`config.mk`:
```
export PLATFORM = sky130hd
export DESIGN_NAME = pwc_encoder
export DESIGN_NICKNAME = d
export VERILOG_FILES = /design/src/rtl/pwc_pkg.sv /design/src/rtl/pwc_reset_sync.sv /design/src/rtl/pwc_cell_timer.sv /design/src/rtl/pwc_shifter.sv /design/src/rtl/pwc_duty_gen.sv /design/src/rtl/pwc_encoder.sv
export SDC_FILE = /design/constraint.sdc
export NUM_CORES = 1
export LEC_CHECK = 0
export BUFFER_PORTS_ARGS = -buffer_cell sky130_fd_sc_hd__buf_2
export CORE_MARGIN = 2
export CORE_UTILIZATION = 51
export DETAILED_ROUTE_END_ITERATION = 12
export PLACE_DENSITY_LB_ADDON = 0.15
export RECOVER_POWER = 100
export SETUP_SLACK_MARGIN = 0.5
export SYNTH_ARGS = -nofsm -noshare
export SYNTH_HDL_FRONTEND = slang
export SYNTH_HIERARCHICAL = 1
export SYNTH_SLANG_ARGS = --single-unit
```
`constraint.sdc`:
```
create_clock -name clk -period 1.25 [get_ports clk]
set_input_delay 0.1875 -clock clk [delete_from_list [all_inputs] [get_ports clk]]
set_output_delay 0.1875 -clock clk [all_outputs]
set_load 0.005 [all_outputs]
```
`src/rtl/pwc_pkg.sv`:
```
package pwc_pkg;

  // Controller state: waiting for a request, or sending cells
  typedef enum logic {
    ENC_IDLE = 1'b0,
    ENC_SEND = 1'b1
  } enc_state_t;

endpackage

```
`src/rtl/pwc_reset_sync.sv`:
```
// Reset conditioner: asserts asynchronously, releases after STAGES clock edges.
module pwc_reset_sync #(
  parameter int STAGES = 2
) (
  input  logic clk,
  input  logic rst_n_async,
  output logic rst_n_sync
);

  logic [STAGES-1:0] sync_q;

  always_ff @(posedge clk or negedge rst_n_async) begin
    if (!rst_n_async) begin
      sync_q <= '0;
    end else begin
      sync_q <= {sync_q[STAGES-2:0], 1'b1};
    end
  end

  assign rst_n_sync = sync_q[STAGES-1];

endmodule

```
`src/rtl/pwc_cell_timer.sv`:
```
// Cycle counter that spans one bit cell and wraps in a single step.
module pwc_cell_timer #(
  parameter  int CELL_CYC = 125,
  localparam int CNT_W    = $clog2(CELL_CYC)
) (
  input  logic             clk,
  input  logic             rst_n,
  input  logic             clr,
  input  logic             en,
  output logic [CNT_W-1:0] cnt_o,
  output logic             last_o
);

  localparam logic [CNT_W-1:0] CNT_LAST = CNT_W'(CELL_CYC - 1);

  logic [CNT_W-1:0] cnt_q;
  logic [CNT_W-1:0] cnt_d;
  logic             at_last;

  assign at_last = (cnt_q == CNT_LAST);

  always_comb begin
    cnt_d = cnt_q;
    if (clr) begin
      cnt_d = '0;
    end else if (en) begin
      cnt_d = at_last ? '0 : cnt_q + 1'b1;
    end
  end

  always_ff @(posedge clk or negedge rst_n) begin
    if (!rst_n) begin
      cnt_q <= '0;
    end else begin
      cnt_q <= cnt_d;
    end
  end

  assign cnt_o  = cnt_q;
  assign last_o = at_last;

endmodule

```
`src/rtl/pwc_shifter.sv`:
```
// Holds the captured word, presents the current bit (LSB first), tracks the bit index.
module pwc_shifter #(
  parameter  int NBITS = 24,
  localparam int IDX_W = $clog2(NBITS)
) (
  input  logic             clk,
  input  logic             rst_n,
  input  logic             load,
  input  logic             shift,
  input  logic [NBITS-1:0] data_i,
  output logic             bit_o,
  output logic             last_o
);

  localparam logic [IDX_W-1:0] IDX_LAST = IDX_W'(NBITS - 1);

  logic [NBITS-1:0] word_q;
  logic [NBITS-1:0] word_d;
  logic [IDX_W-1:0] idx_q;
  logic [IDX_W-1:0] idx_d;

  always_comb begin
    word_d = word_q;
    idx_d  = idx_q;
    if (load) begin
      word_d = data_i;
      idx_d  = '0;
    end else if (shift) begin
      word_d = {1'b0, word_q[NBITS-1:1]};
      idx_d  = idx_q + 1'b1;
    end
  end

  always_ff @(posedge clk or negedge rst_n) begin
    if (!rst_n) begin
      word_q <= '0;
      idx_q  <= '0;
    end else begin
      word_q <= word_d;
      idx_q  <= idx_d;
    end
  end

  assign bit_o  = word_q[0];
  assign last_o = (idx_q == IDX_LAST);

endmodule

```
`src/rtl/pwc_duty_gen.sv`:
```
// Compares the cell position with the high time chosen by the current bit.
module pwc_duty_gen #(
  parameter int CNT_W   = 7,
  parameter int ZERO_HI = 25,
  parameter int ONE_HI  = 50
) (
  input  logic             active,
  input  logic             bit_i,
  input  logic [CNT_W-1:0] cnt_i,
  output logic             line_o
);

  localparam logic [CNT_W-1:0] HI_ZERO = CNT_W'(ZERO_HI);
  localparam logic [CNT_W-1:0] HI_ONE  = CNT_W'(ONE_HI);

  logic [CNT_W-1:0] hi_len;

  always_comb begin
    hi_len = bit_i ? HI_ONE : HI_ZERO;
    line_o = active && (cnt_i < hi_len);
  end

endmodule

```
`src/rtl/pwc_encoder.sv`:
```
module pwc_encoder
  import pwc_pkg::*;
#(
  parameter int NBITS      = 24,
  parameter int CELL_CYC   = 125,
  parameter int ZERO_HI    = 25,
  parameter int ONE_HI     = 50,
  parameter int RST_STAGES = 2
) (
  input  logic             clk,
  input  logic             rst_n,
  input  logic             start,
  input  logic [NBITS-1:0] data_in,
  output logic             line_out,
  output logic             busy,
  output logic             done
);

  localparam int CNT_W = $clog2(CELL_CYC);

  logic             rst_sync_n;
  enc_state_t       state_q;
  enc_state_t       state_d;
  logic             done_q;
  logic             done_d;
  logic             accept;
  logic             sending;
  logic             cell_last;
  logic             bit_last;
  logic             cur_bit;
  logic             frame_end;
  logic [CNT_W-1:0] cell_cnt;

  pwc_reset_sync #(
    .STAGES(RST_STAGES)
  ) u_rst_sync (
    .clk        (clk),
    .rst_n_async(rst_n),
    .rst_n_sync (rst_sync_n)
  );

  assign sending   = (state_q == ENC_SEND);
  assign accept    = (state_q == ENC_IDLE) && start;
  assign frame_end = sending && cell_last && bit_last;

  pwc_cell_timer #(
    .CELL_CYC(CELL_CYC)
  ) u_timer (
    .clk   (clk),
    .rst_n (rst_sync_n),
    .clr   (accept),
    .en    (sending),
    .cnt_o (cell_cnt),
    .last_o(cell_last)
  );

  pwc_shifter #(
    .NBITS(NBITS)
  ) u_shifter (
    .clk   (clk),
    .rst_n (rst_sync_n),
    .load  (accept),
    .shift (sending && cell_last),
    .data_i(data_in),
    .bit_o (cur_bit),
    .last_o(bit_last)
  );

  pwc_duty_gen #(
    .CNT_W  (CNT_W),
    .ZERO_HI(ZERO_HI),
    .ONE_HI (ONE_HI)
  ) u_duty (
    .active(sending),
    .bit_i (cur_bit),
    .cnt_i (cell_cnt),
    .line_o(line_out)
  );

  // Next-state logic
  always_comb begin
    state_d = state_q;
    done_d  = 1'b0;
    unique case (state_q)
      ENC_IDLE: begin
        if (start) begin
          state_d = ENC_SEND;
        end
      end
      ENC_SEND: begin
        if (frame_end) begin
          state_d = ENC_IDLE;
          done_d  = 1'b1;
        end
      end
      default: state_d = ENC_IDLE;
    endcase
  end

  // State registers
  always_ff @(posedge clk or negedge rst_sync_n) begin
    if (!rst_sync_n) begin
      state_q <= ENC_IDLE;
      done_q  <= 1'b0;
    end else begin
      state_q <= state_d;
      done_q  <= done_d;
    end
  end

  assign busy = sending;
  assign done = done_q;

endmodule

```
==> flow_summary_export.csv, run 1 <==
group,metric,value,unit
worst_setup_path,peak_per_stage_delay_on_the_critical_path,0.42,ns
yosys,postSynthRegisterBits,40,
drt,wire_per_inst,16.7,um
hold_path,worst_hold_path_type,"in -> reg",
outcome,violations,"negative setup slack",
drt,vias_per_cell,5.48,
layout,finish.net_count,304,
floorplan,die_area,4470,um^2
yosys,synth_top_family_by_area,"simple AND/OR/NAND/NOR gates",
yosys,synth_flop_cell,"dfrtp_1",
placed_design,gp_congestion,0.827,
yosys,seq_area_frac_synth,49.6,%
clock_network,cts.root.buffer_cell,"clkbuf_8",
clock_network,clk_pin_slew_worst_paths,0.08,ns
drt,routed_wl,5320,um
worst_setup_path,timing.critical_path.slowest_stage_cell,"dfrtp_1",
clock_network,clock_tree.buffer_depth,2,
pwr,power.density_cell_area,1960,nW/um^2
pwr,power.ir.vdd_worst,1120,uV
global_route,grt_max_degree,39,
drt,drt_iter0_markers,80,
yosys,multiplexer_area_fraction_after_synthesis,13.0,%
yosys,synth_xor_xnor_area_share,0.434,%
layout,layout_commonest_cell,"dfrtp_1",
global_route,overflow,0,
floorplan,die_height,66.9,um
layout,flow.area_growth_from_synthesis,47.4,%
timing,finalCritPeriodShare,148,%
timing,highest_clock_rate,0.540,GHz
yosys,synth_fa_ha_area_share,3.72,%
yosys,synthArstFlopShare,100,%
floorplan,design.core.area,3740,um^2
floorplan,floorplan.die.width,66.9,um
placed_design,hpwlAfterDp,2850,um
timing,timing.final.setup_violations,39,
layout,layout.cells.most_common_list,"dfrtp_1 (38), nand2_1 (30), buf_2 (26), buf_4 (24), o21ai_1 (23)",
worst_setup_path,cp_data_arrival_time,2.03,ns
run,number_of_maximum_capacitance_constraint_violations,0,
clock_network,worst_skew_pair.late_latency,0.30,ns
yosys,post_synth_top_area_cell,"dfrtp_1",
timing,final_hold_violating_endpoints,0,
worst_setup_path,start_kind,"flop",
global_route,global_route_wire_length_before_repair,8420,um
worst_setup_path,crit_end_category,"flop",
clock_network,cts_made_buffers,5,
worst_setup_path,critical_path.cell_chain,"buf_6, inv_4, ha_4, nand2_4, nor2_4, and2_4, buf_6, buf_12, mux2i_1, o21ai_1",
yosys,synth.top_cell.area_share,49.6,%
timing,final.setup.worst_slack,-0.603,ns
timing,fin_worst_skew,0.00651,ns
drt,drt.antenna.violating_nets,0,
worst_setup_path,worst-path-buf-inv,4,
yosys,post_synth_main_area_contributors,"dfrtp_1 (50%), mux2i_1 (12%), nand2_1 (5.8%)",
yosys,synth_compound_gate_area_share,12.5,%
yosys,post_synth_instance_area,2020,um^2
drt,via_count,1749,
layout,post-route-cell-area,2970,um^2
clock_network,cts.htree.levels,2,
yosys,synth_warnings,6,
global_route,antenna_found_initial,0,
clock_network,tritoncts,"built",
worst_setup_path,required_time_reported_for_the_critical_path_endpoint,1.43,ns
worst_setup_path,path_class,"reg -> reg",
yosys,synthesis.nets,228,
timing,grt_setup_unrepaired,"true",
floorplan,ioPinCount,30,
layout,ratio_of_cells_with_drive_above_1_in_the_final_layout,45.4,%
layout,antenna_diode_count,0,
yosys,post_synth.cell_area_avg,10.3,um^2
drt,route.detailed.drc,0,
timing,count_of_pins_over_their_slew_limit,0,
floorplan,rows,22,
pwr,p_leak,1.25,nW
yosys,yosys.area_share.simple,16.3,%
pwr,finalPower,5.84,mW
worst_setup_path,cpLargestDelayFamily,"simple AND/OR/NAND/NOR gates",
placed_design,placement.cell_area,2420,um^2
worst_setup_path,path_common_cell,"buf_6",
placed_design,io_buffers,29,
yosys,synthesis.instances,195,
global_route,vias_in_the_first_global_route,1826,
clock_network,number_of_sinks_driven_by_the_clock_tree,40,
floorplan,floorplan.initialDensity,53.9,%
worst_setup_path,crit_path_max_fanout,8,
yosys,synth_enable_flop_cells,0,
outcome,result_of_the_run,"finished with violations",
timing,period_minus_slack,1.85,ns
yosys,synth.lib_cells_used.distinct,44,
drt,drt-pass1-iter-count,6,
global_route,grt_usage,25.5,%
-- layer usage --
| metal | up-vias | GRT usage (%) | wire, um |
|---|---|---|---|
| met5 | - | 0 | 0 |
| li1 | 836 | - | - |
| met3 | 13 | 6.25 | 241 |
| met2 | 50 | 43.5 | 2720 |
| met1 | 850 | 30.7 | 2230 |
| met4 | 0 | 10.7 | 127 |
-- worst paths after layout --
check | startpoint | to | slack, ns | cells after the start
setup / recovery | u_timer/cnt_o[1] | u_shifter/word_q[5] | -0.60 | 10
hold / removal | data_in[4] | u_shifter/word_q[4] | 0.1 | 3
setup reg to reg | u_timer/cnt_o[1] | u_shifter/word_q[5] | -0.60 | 10
hold reg to reg | u_rst_sync/sync_q[1] | u_shifter/word_q[6] | 0.20 | 0
max in group asynchronous | u_rst_sync/sync_q[1] | u_shifter/word_q[0] | 0.31 | 1
min in group asynchronous | rst_n | u_rst_sync/sync_q[1] | 0.19 | 2
-- worst reg2reg max path, cell delays in order, from the launching register on --
cell and delay (ns):
dfrtp_1 0.42, buf_6 0.13, inv_4 0.05, ha_4 0.16, nand2_4 0.07, nor2_4 0.12, and2_4 0.24, buf_6 0.13
buf_12 0.12, mux2i_1 0.22, o21ai_1 0.09
-- logic make-up (layout without fill, tap and decap cells) --
logic type | after synthesis | in the layout
buf+inv | 16 | 92
mux | 26 | 26
compound gates | 43 | 43
other cells | 1 | 1
simple gates | 62 | 62
flops | 40 | 40
fa+ha+maj | 6 | 6
xor+xnor | 1 | 1
-- cell usage after synthesis, types with 2 or more instances --
cell and number:
nor2_1 8, buf_4 3, nor2b_1 3, or4_1 2
o21ai_1 6, a31oi_1 2, a21oi_1 5, dfrtp_1 40
nand3_1 2, nand2b_1 2, o21ai_0 19, inv_1 4
o211ai_1 3, buf_2 2, mux2_1 2, nand4_1 2
nand3b_1 2, ha_1 6, nand2_1 31, mux2i_1 24
clkbuf_1 4
-- what timing repair did --
action / in CTS / in global routing
buffers inserted: 16 / 5
resized for setup: 44 / 19
hold endpoints to repair: 2 / 0
setup endpoints to repair: 41 / 43
hold buffers: 1 / 0
cloned: 2 / 0
pin swaps: 13 / 15
-- report_power, final --
part | switching, mW | internal (mW) | total (mW) | leakage [nW]
clock | 0.461 | 0.380 | 0.842 | 0.0410
combinational | 1.24 | 1.46 | 2.70 | 0.738
sequential | 0.441 | 1.85 | 2.29 | 0.475
total | 2.15 | 3.69 | 5.84 | 1.25
-- through the flow --
| step | TNS (ns) | setup WS [ns] | hold WS, ns | util (%) | instances |
|---|---|---|---|---|---|
| finish | -19.94 | -0.603 | 0.0976 | 79.4 | 319 |
| global route | -22.18 | -0.664 | 0.107 | 79.4 | 319 |
| CTS | -15.75 | -0.557 | 0.0925 | 76.7 | 314 |
| detailed placement | -9.93 | -0.351 | -0.0266 | 64.7 | 288 |
| global placement | -8.16 | -0.311 | -0.0289 | 64.7 | 288 |
| floorplan | -11.07 | -0.482 | -0.108 | - | 195 |
-- sequential cells by signal, indices dropped and copies added, names as in the netlist --
signal / count
busy: 1
u_shifter/idx_q: 5
u_shifter/word_q: 24
done: 1
u_timer/cnt_o: 7
u_rst_sync/sync_q: 2
-- cell type report --
type                    count  area [um^2]
well taps                  48         60.1
repair buffers             80          702
fillers                   243          771
clock inverters             1         5.00
clock buffers               6         72.6
multi-input cells         139         1110
inverters                   5         21.3
flip-flops and latches     40         1010
(Power assumes the default switching activity.)
==> run 2: changes to the inputs <==
ABC_AREA = 1   (was unset)
CORE_UTILIZATION = 50   (was 51)
==> flow_summary_export.csv, run 2 <==
group,metric,value,unit
global_route,vias_in_the_first_global_route,1782,
hold_path,whs_endpoint,"u_shifter/word_q[5]",
layout,antenna_diode_count,0,
drt,vias_per_cell,5.12,
yosys,synth.top_cell.area_share,50.1,%
worst_setup_path,worst-path-buf-inv,2,
pwr,pwr-share-clk,22.3,%
drt,via_count,1904,
outcome,violations,"negative setup slack",
layout,layout_commonest_cell,"nand2_1",
global_route,antenna_found_initial,0,
yosys,post_synth_top_area_cell,"dfrtp_1",
timing,timing.final.setup_violations,31,
clock_network,cts_made_buffers,5,
yosys,synth_flop_cell,"dfrtp_1",
yosys,postSynthRegisterBits,40,
yosys,synth_warnings,6,
layout,fill_cells,276,
global_route,overflow,0,
timing,highest_clock_rate,0.610,GHz
worst_setup_path,cp_data_arrival_time,1.45,ns
yosys,post_synth_main_area_contributors,"dfrtp_1 (50%), nand2_1 (18%), nand3_1 (8.0%)",
layout,largest_register_ffs,24,
pwr,intPower,2.75,mW
drt,drt_iter0_markers,124,
drt,wire_per_inst,14.0,um
hold_path,worst_hold_path_type,"in -> reg",
outcome,result_of_the_run,"finished with violations",
placed_design,placement.setup.worst_slack,-0.332,ns
floorplan,design.core.area,3740,um^2
pwr,power.ir.vdd_worst,837,uV
clock_network,number_of_sinks_driven_by_the_clock_tree,40,
yosys,post_synth_instance_area,2000,um^2
worst_setup_path,setup.reg_to_reg.worst_slack,-0.33,ns
worst_setup_path,start_kind,"flop",
floorplan,ioPinCount,30,
pwr,pwr-share-seq,40.9,%
yosys,synthesis.instances,249,
floorplan,rows,22,
timing,grt_setup_unrepaired,"true",
global_route,grt_usage,24.5,%
yosys,synthArstFlopShare,100,%
clock_network,clock_tree.buffer_depth,2,
timing,fin_worst_skew,0.00749,ns
worst_setup_path,cpLargestDelayFamily,"flip-flops",
pwr,swShare,33.9,%
run,number_of_maximum_capacitance_constraint_violations,0,
yosys,synth.lib_cells_used.distinct,27,
worst_setup_path,required_time_reported_for_the_critical_path_endpoint,1.06,ns
timing,final.setup.worst_slack,-0.390,ns
clock_network,tritoncts,"built",
floorplan,floorplan.die.width,67.2,um
worst_setup_path,crit_path_max_fanout,4,
placed_design,hpwlAfterDp,2950,um
placed_design,io_buffers,29,
yosys,synth_enable_flop_cells,0,
layout,post-route-util,77.4,%
worst_setup_path,peak_per_stage_delay_on_the_critical_path,0.43,ns
timing,count_of_pins_over_their_slew_limit,0,
worst_setup_path,timing.critical_path.slowest_stage_cell,"dfrtp_1",
placed_design,gp_congestion,0.808,
floorplan,floorplan.initialDensity,53.4,%
layout,post-route-cell-area,2900,um^2
hold_path,worstHoldStart,"data_in[5]",
yosys,post_synth_most_frequent_cells,"nand2_1 (96), dfrtp_1 (40), nand3_1 (32), nor2_1 (19), inv_1 (16)",
clock_network,cts.htree.levels,2,
floorplan,die_area,4520,um^2
drt,drt-pass1-iter-count,4,
drt,route.detailed.drc,0,
layout,finish.net_count,356,
pwr,gate_power_share,36.8,%
layout,ratio_of_cells_with_drive_above_1_in_the_final_layout,39.5,%
worst_setup_path,reg2reg_from,"u_timer/cnt_o[1]",
worst_setup_path,critical_path.cell_chain,"inv_2, ha_1, o21ai_1, nand2_1, a21oi_2, buf_2",
timing,tightestPinTransition,0.863,ns
floorplan,die_height,67.2,um
timing,finalCritPeriodShare,131,%
yosys,seq_area_frac_synth,50.1,%
clock_network,cts.root.buffer_cell,"clkbuf_8",
pwr,p_leak,1.43,nW
worst_setup_path,worst_flop_to_flop_path_endpoint,"u_shifter/idx_q[3]",
pwr,power.density_cell_area,1430,nW/um^2
drt,routed_wl,5190,um
global_route,global_route_wire_length_before_repair,8040,um
drt,drt.antenna.violating_nets,0,
worst_setup_path,path_class,"reg -> out",
worst_setup_path,r2r.worst_path.cells,11,
clock_network,clk_pin_slew_worst_paths,0.08,ns
global_route,grt_max_degree,39,
worst_setup_path,crit_end_category,"output pin",
hold_path,worst_hold_path.num_cells,3,
timing,period_minus_slack,1.64,ns
layout,top_register,"u_shifter/word_q",
clock_network,worst_skew_pair.late_latency,0.30,ns
pwr,total_switching_power,1.41,mW
layout,flow.area_growth_from_synthesis,45.0,%
yosys,synthesis.nets,282,
timing,final_hold_violating_endpoints,0,
yosys,post_synth.cell_area_avg,8.02,um^2
yosys,yosysMostFrequentCell,"nand2_1",
layout,layout.cells.most_common_list,"nand2_1 (88), dfrtp_1 (39), buf_4 (28), buf_2 (26), nand3_1 (25)",
timing,timing.slew.headroom,42.5,%
placed_design,placement.cell_area,2430,um^2
run 2: metrics by stage:
| stage | cells | hold slack [ns] | setup TNS (ns) | power (mW) |
|---|---|---|---|---|
| 2_1_floorplan | 249 | -0.108 | -4.41 | 2.48 |
| 3_3_place_gp | 347 | -0.0275 | -6.93 | 2.96 |
| 3_5_place_dp | 347 | -0.0253 | -8.01 | 3.03 |
| 4_1_cts | 367 | 0.0985 | -5.50 | 4.08 |
| 5_1_grt | 372 | 0.116 | -11.01 | 4.43 |
| 6_report | 372 | 0.0984 | -6.55 | 4.16 |
run 2: worst max path at each step:
stage               slack, ns  depth (start not counted)              endpoint                 from
global placement        -0.28                          8    u_shifter/idx_q[1]     u_timer/cnt_o[1]
detailed placement      -0.33                          9  u_shifter/word_q[22]     u_timer/cnt_o[1]
CTS                     -0.41                          6              line_out  u_shifter/word_q[0]
floorplan               -0.17                         10   u_shifter/word_q[0]     u_timer/cnt_o[1]
finish                  -0.39                          6              line_out  u_shifter/word_q[0]
global route            -0.46                          6              line_out  u_shifter/word_q[0]
run 2: layout make-up:
| type | count | area (um^2) | area share [%] |
|---|---|---|---|
| Multi-Input combinational cell | 184 | 1050 | 36.2 |
| Sequential cell | 40 | 1000 | 34.6 |
| Timing Repair Buffer | 72 | 586 | 20.2 |
| Inverter | 20 | 103 | 3.54 |
| Clock buffer | 6 | 82.6 | 2.85 |
| Tap cell | 48 | 60.1 | 2.07 |
| Clock inverter | 2 | 15.0 | 0.518 |
run 2: logic make-up after synthesis:
| kind of cell | Yosys count | share of synthesized area [%] |
|---|---|---|
| adder cells (fa/ha/maj) | 6 | 3.76 |
| other | 1 | 0.188 |
| XOR/XNOR | 2 | 0.877 |
| buffers and inverters | 27 | 6.51 |
| AO/OA/AOI/OAI | 15 | 4.57 |
| AND/OR/NAND/NOR | 158 | 34.0 |
| flip-flops | 40 | 50.1 |
run 2: power by group through the flow:
| stage | Sequential (mW) | Clock, mW | Combinational (mW) |
|---|---|---|---|
| after floorplan | 1.77 | 0 | 0.711 |
| after global placement | 1.72 | 0 | 1.24 |
| after detailed placement | 1.72 | 0 | 1.30 |
| after CTS | 1.71 | 0.942 | 1.43 |
| after global routing | 1.73 | 0.986 | 1.71 |
| final | 1.70 | 0.927 | 1.53 |
run 2: metal layers:
| metal | part of all wire [%] | track usage, % | up-vias |
|---|---|---|---|
| met2 | 51 | 41.6 | 56 |
| li1 | - | - | 930 |
| met3 | 5.3 | 5.67 | 12 |
| met5 | 0 | 0 | - |
| met4 | 1.9 | 10.2 | 0 |
| met1 | 42 | 29.9 | 906 |
run 2: worst reg2reg max path: stages, from the launching register on:
cell and delay (ns):
dfrtp_1 0.36, inv_2 0.06, ha_4 0.15, nand3_2 0.08, nor2_4 0.04, nand2_2 0.09
clkinv_4 0.12, buf_6 0.15, inv_6 0.07, nand2_8 0.07, a21oi_1 0.20, nor2_1 0.09
run 2: repair_timing:
| action | in CTS | in global routing |
|---|---|---|
| resized for setup | 22 | 33 |
| setup endpoints to repair | 41 | 76 |
| buffers inserted | 9 | 3 |
| cloned | 2 | 2 |
| hold endpoints to repair | 2 | 0 |
| hold buffers | 1 | 0 |
| pin swaps | 11 | 22 |
==> run 3: changes to the inputs <==
CELL_PAD_IN_SITES_DETAIL_PLACEMENT = 0   (was unset)
CELL_PAD_IN_SITES_GLOBAL_PLACEMENT = 1   (was unset)
CORE_UTILIZATION = 37   (was 50)
TNS_END_PERCENT = 10   (was unset)
==> flow_summary_export.csv, run 3 (synthesized netlist as in run 2, its figures left out) <==
group,metric,value,unit
clock_network,worst_skew_pair.late_latency,0.29,ns
pwr,finalPower,4.46,mW
worst_setup_path,required_time_reported_for_the_critical_path_endpoint,1.06,ns
layout,layout.cells.most_common_list,"nand2_1 (81), dfrtp_1 (40), buf_2 (28), nand3_1 (19), buf_4 (17)",
timing,count_of_pins_over_their_slew_limit,0,
worst_setup_path,path_class,"reg -> out",
clock_network,number_of_sinks_driven_by_the_clock_tree,40,
global_route,overflow,0,
drt,via_count,1785,
drt,routed_wl,4880,um
floorplan,floorplan.die.width,77.5,um
drt,drt-pass1-iter-count,4,
pwr,power.ir.vdd_worst,821,uV
outcome,result_of_the_run,"finished with violations",
placed_design,io_buffers,29,
placed_design,hpwlAfterDp,3020,um
timing,grt_setup_unrepaired,"true",
layout,regArea,1000,um^2
clock_network,clock_tree.buffer_depth,2,
floorplan,design.core.area,5170,um^2
clock_network,clk_pin_slew_worst_paths,0.08,ns
layout,multiInputGateArea,1100,um^2
floorplan,ioPinCount,30,
pwr,p_leak,1.48,nW
clock_network,cts_made_buffers,5,
placed_design,gp_congestion,0.812,
layout,largest_register_ffs,24,
worst_setup_path,crit_path_max_fanout,2,
worst_setup_path,crit_end_category,"output pin",
timing,final_hold_violating_endpoints,0,
pwr,total_switching_power,1.43,mW
pwr,gate_power_share,35.8,%
layout,fill_cells,487,
drt,wire_per_inst,12.7,um
global_route,vias_in_the_first_global_route,1688,
placed_design,placement.setup.worst_slack,-0.340,ns
drt,drt_iter0_markers,68,
worst_setup_path,cp_data_arrival_time,1.44,ns
layout,flow.area_growth_from_synthesis,46.1,%
drt,vias_per_cell,4.64,
hold_path,worst_hold_path_type,"in -> reg",
worst_setup_path,start_kind,"flop",
floorplan,die_height,77.5,um
layout,ratio_of_cells_with_drive_above_1_in_the_final_layout,41.9,%
timing,fin_worst_skew,0.00546,ns
timing,final.setup.worst_slack,-0.374,ns
pwr,intPower,3.03,mW
timing,finalCritPeriodShare,130,%
layout,layout_commonest_cell,"nand2_1",
global_route,grt_max_degree,24,
global_route,global_route_wire_length_before_repair,8160,um
outcome,violations,"negative setup slack",
layout,antenna_diode_count,0,
run,number_of_maximum_capacitance_constraint_violations,0,
pwr,swShare,32.0,%
pwr,pwr-share-seq,38.1,%
timing,period_minus_slack,1.62,ns
drt,route.detailed.drc,0,
pwr,pwr-share-clk,26.1,%
floorplan,rows,26,
clock_network,cts.htree.levels,2,
layout,top_register,"u_shifter/word_q",
timing,timing.final.setup_violations,32,
drt,drt.antenna.violating_nets,0,
floorplan,floorplan.initialDensity,38.6,%
timing,tightestPinTransition,0.514,ns
layout,finish.net_count,347,
timing,timing.slew.headroom,65.7,%
global_route,antenna_found_initial,0,
clock_network,tritoncts,"built",
timing,highest_clock_rate,0.616,GHz
pwr,power.density_cell_area,1530,nW/um^2
floorplan,die_area,6000,um^2
global_route,grt_usage,17.2,%
clock_network,cts.root.buffer_cell,"clkbuf_8",
==> run 3: metal layers <==
metal / track usage [%] / part of all wire [%] / vias to the layer above
met4: 4.82 / 1.1 / 0
li1: - / - / 915
met1: 24.5 / 47 / 836
met5: 0 / 0 / -
met3: 3.49 / 3.2 / 6
met2: 26.7 / 48 / 28
==> run 3: repair_timing <==
item	CTS	global route
resized for setup	34	33
pin swaps	20	13
buffers inserted	4	2
gates cloned	4	1
endpoints found under the hold margin	2	0
endpoints found under the setup margin	41	41
hold buffers	1	0
==> run 3: path summary, 6_finish.rpt <==
path / start / end / slack, ns / cells past startpoint
setup / recovery: u_timer/cnt_o[5] / line_out / -0.37 / 8
hold / removal: data_in[10] / u_shifter/word_q[10] / 0.10 / 3
setup reg to reg: u_timer/cnt_o[1] / u_shifter/word_q[6] / -0.24 / 11
hold reg to reg: u_rst_sync/sync_q[1] / u_shifter/word_q[22] / 0.30 / 1
max in group asynchronous: u_rst_sync/sync_q[1] / u_shifter/word_q[12] / 0.59 / 1
min in group asynchronous: rst_n / u_rst_sync/sync_q[0] / 0.20 / 2
==> run 3: worst max-delay path: stages (launching register included) <==
cell and delay (ns):
dfrtp_1 0.40, buf_6 0.13, ha_4 0.26, inv_2 0.03
nor2_2 0.06, nand2_1 0.05, nand2_1 0.07, a21oi_2 0.03
buf_2 0.12
==> run 3: layout make-up <==
class | instances | share of cell area, %
inverter | 20 | 3.08
clock buffer | 7 | 3.30
multi-input combinational | 184 | 37.7
timing repair buffer | 63 | 17.6
clock inverter | 1 | 1.03
sequential | 40 | 34.3
tap | 70 | 3.00
==> run 3: power by group through the flow <==
| stage | combinational [mW] | clock (mW) | sequential, mW |
|---|---|---|---|
| after floorplan | 0.711 | 0 | 1.77 |
| after global placement | 1.26 | 0 | 1.69 |
| after detailed placement | 1.28 | 0 | 1.70 |
| after CTS | 1.53 | 1.19 | 1.69 |
| after global routing | 1.85 | 1.27 | 1.73 |
| final | 1.59 | 1.17 | 1.70 |
==> run 3: stage by stage <==
stage	std cells	hold WS [ns]	instance area (um^2)	util, %	setup TNS (ns)
after floorplan	249	-0.108	2030	-	-4.73
after global placement	365	-0.0258	2400	46.5	-7.20
after detailed placement	365	-0.0255	2400	46.5	-8.57
after CTS	382	0.0969	2760	53.4	-5.80
after global routing	385	0.107	2920	56.5	-9.68
final	385	0.103	2920	56.5	-6.14
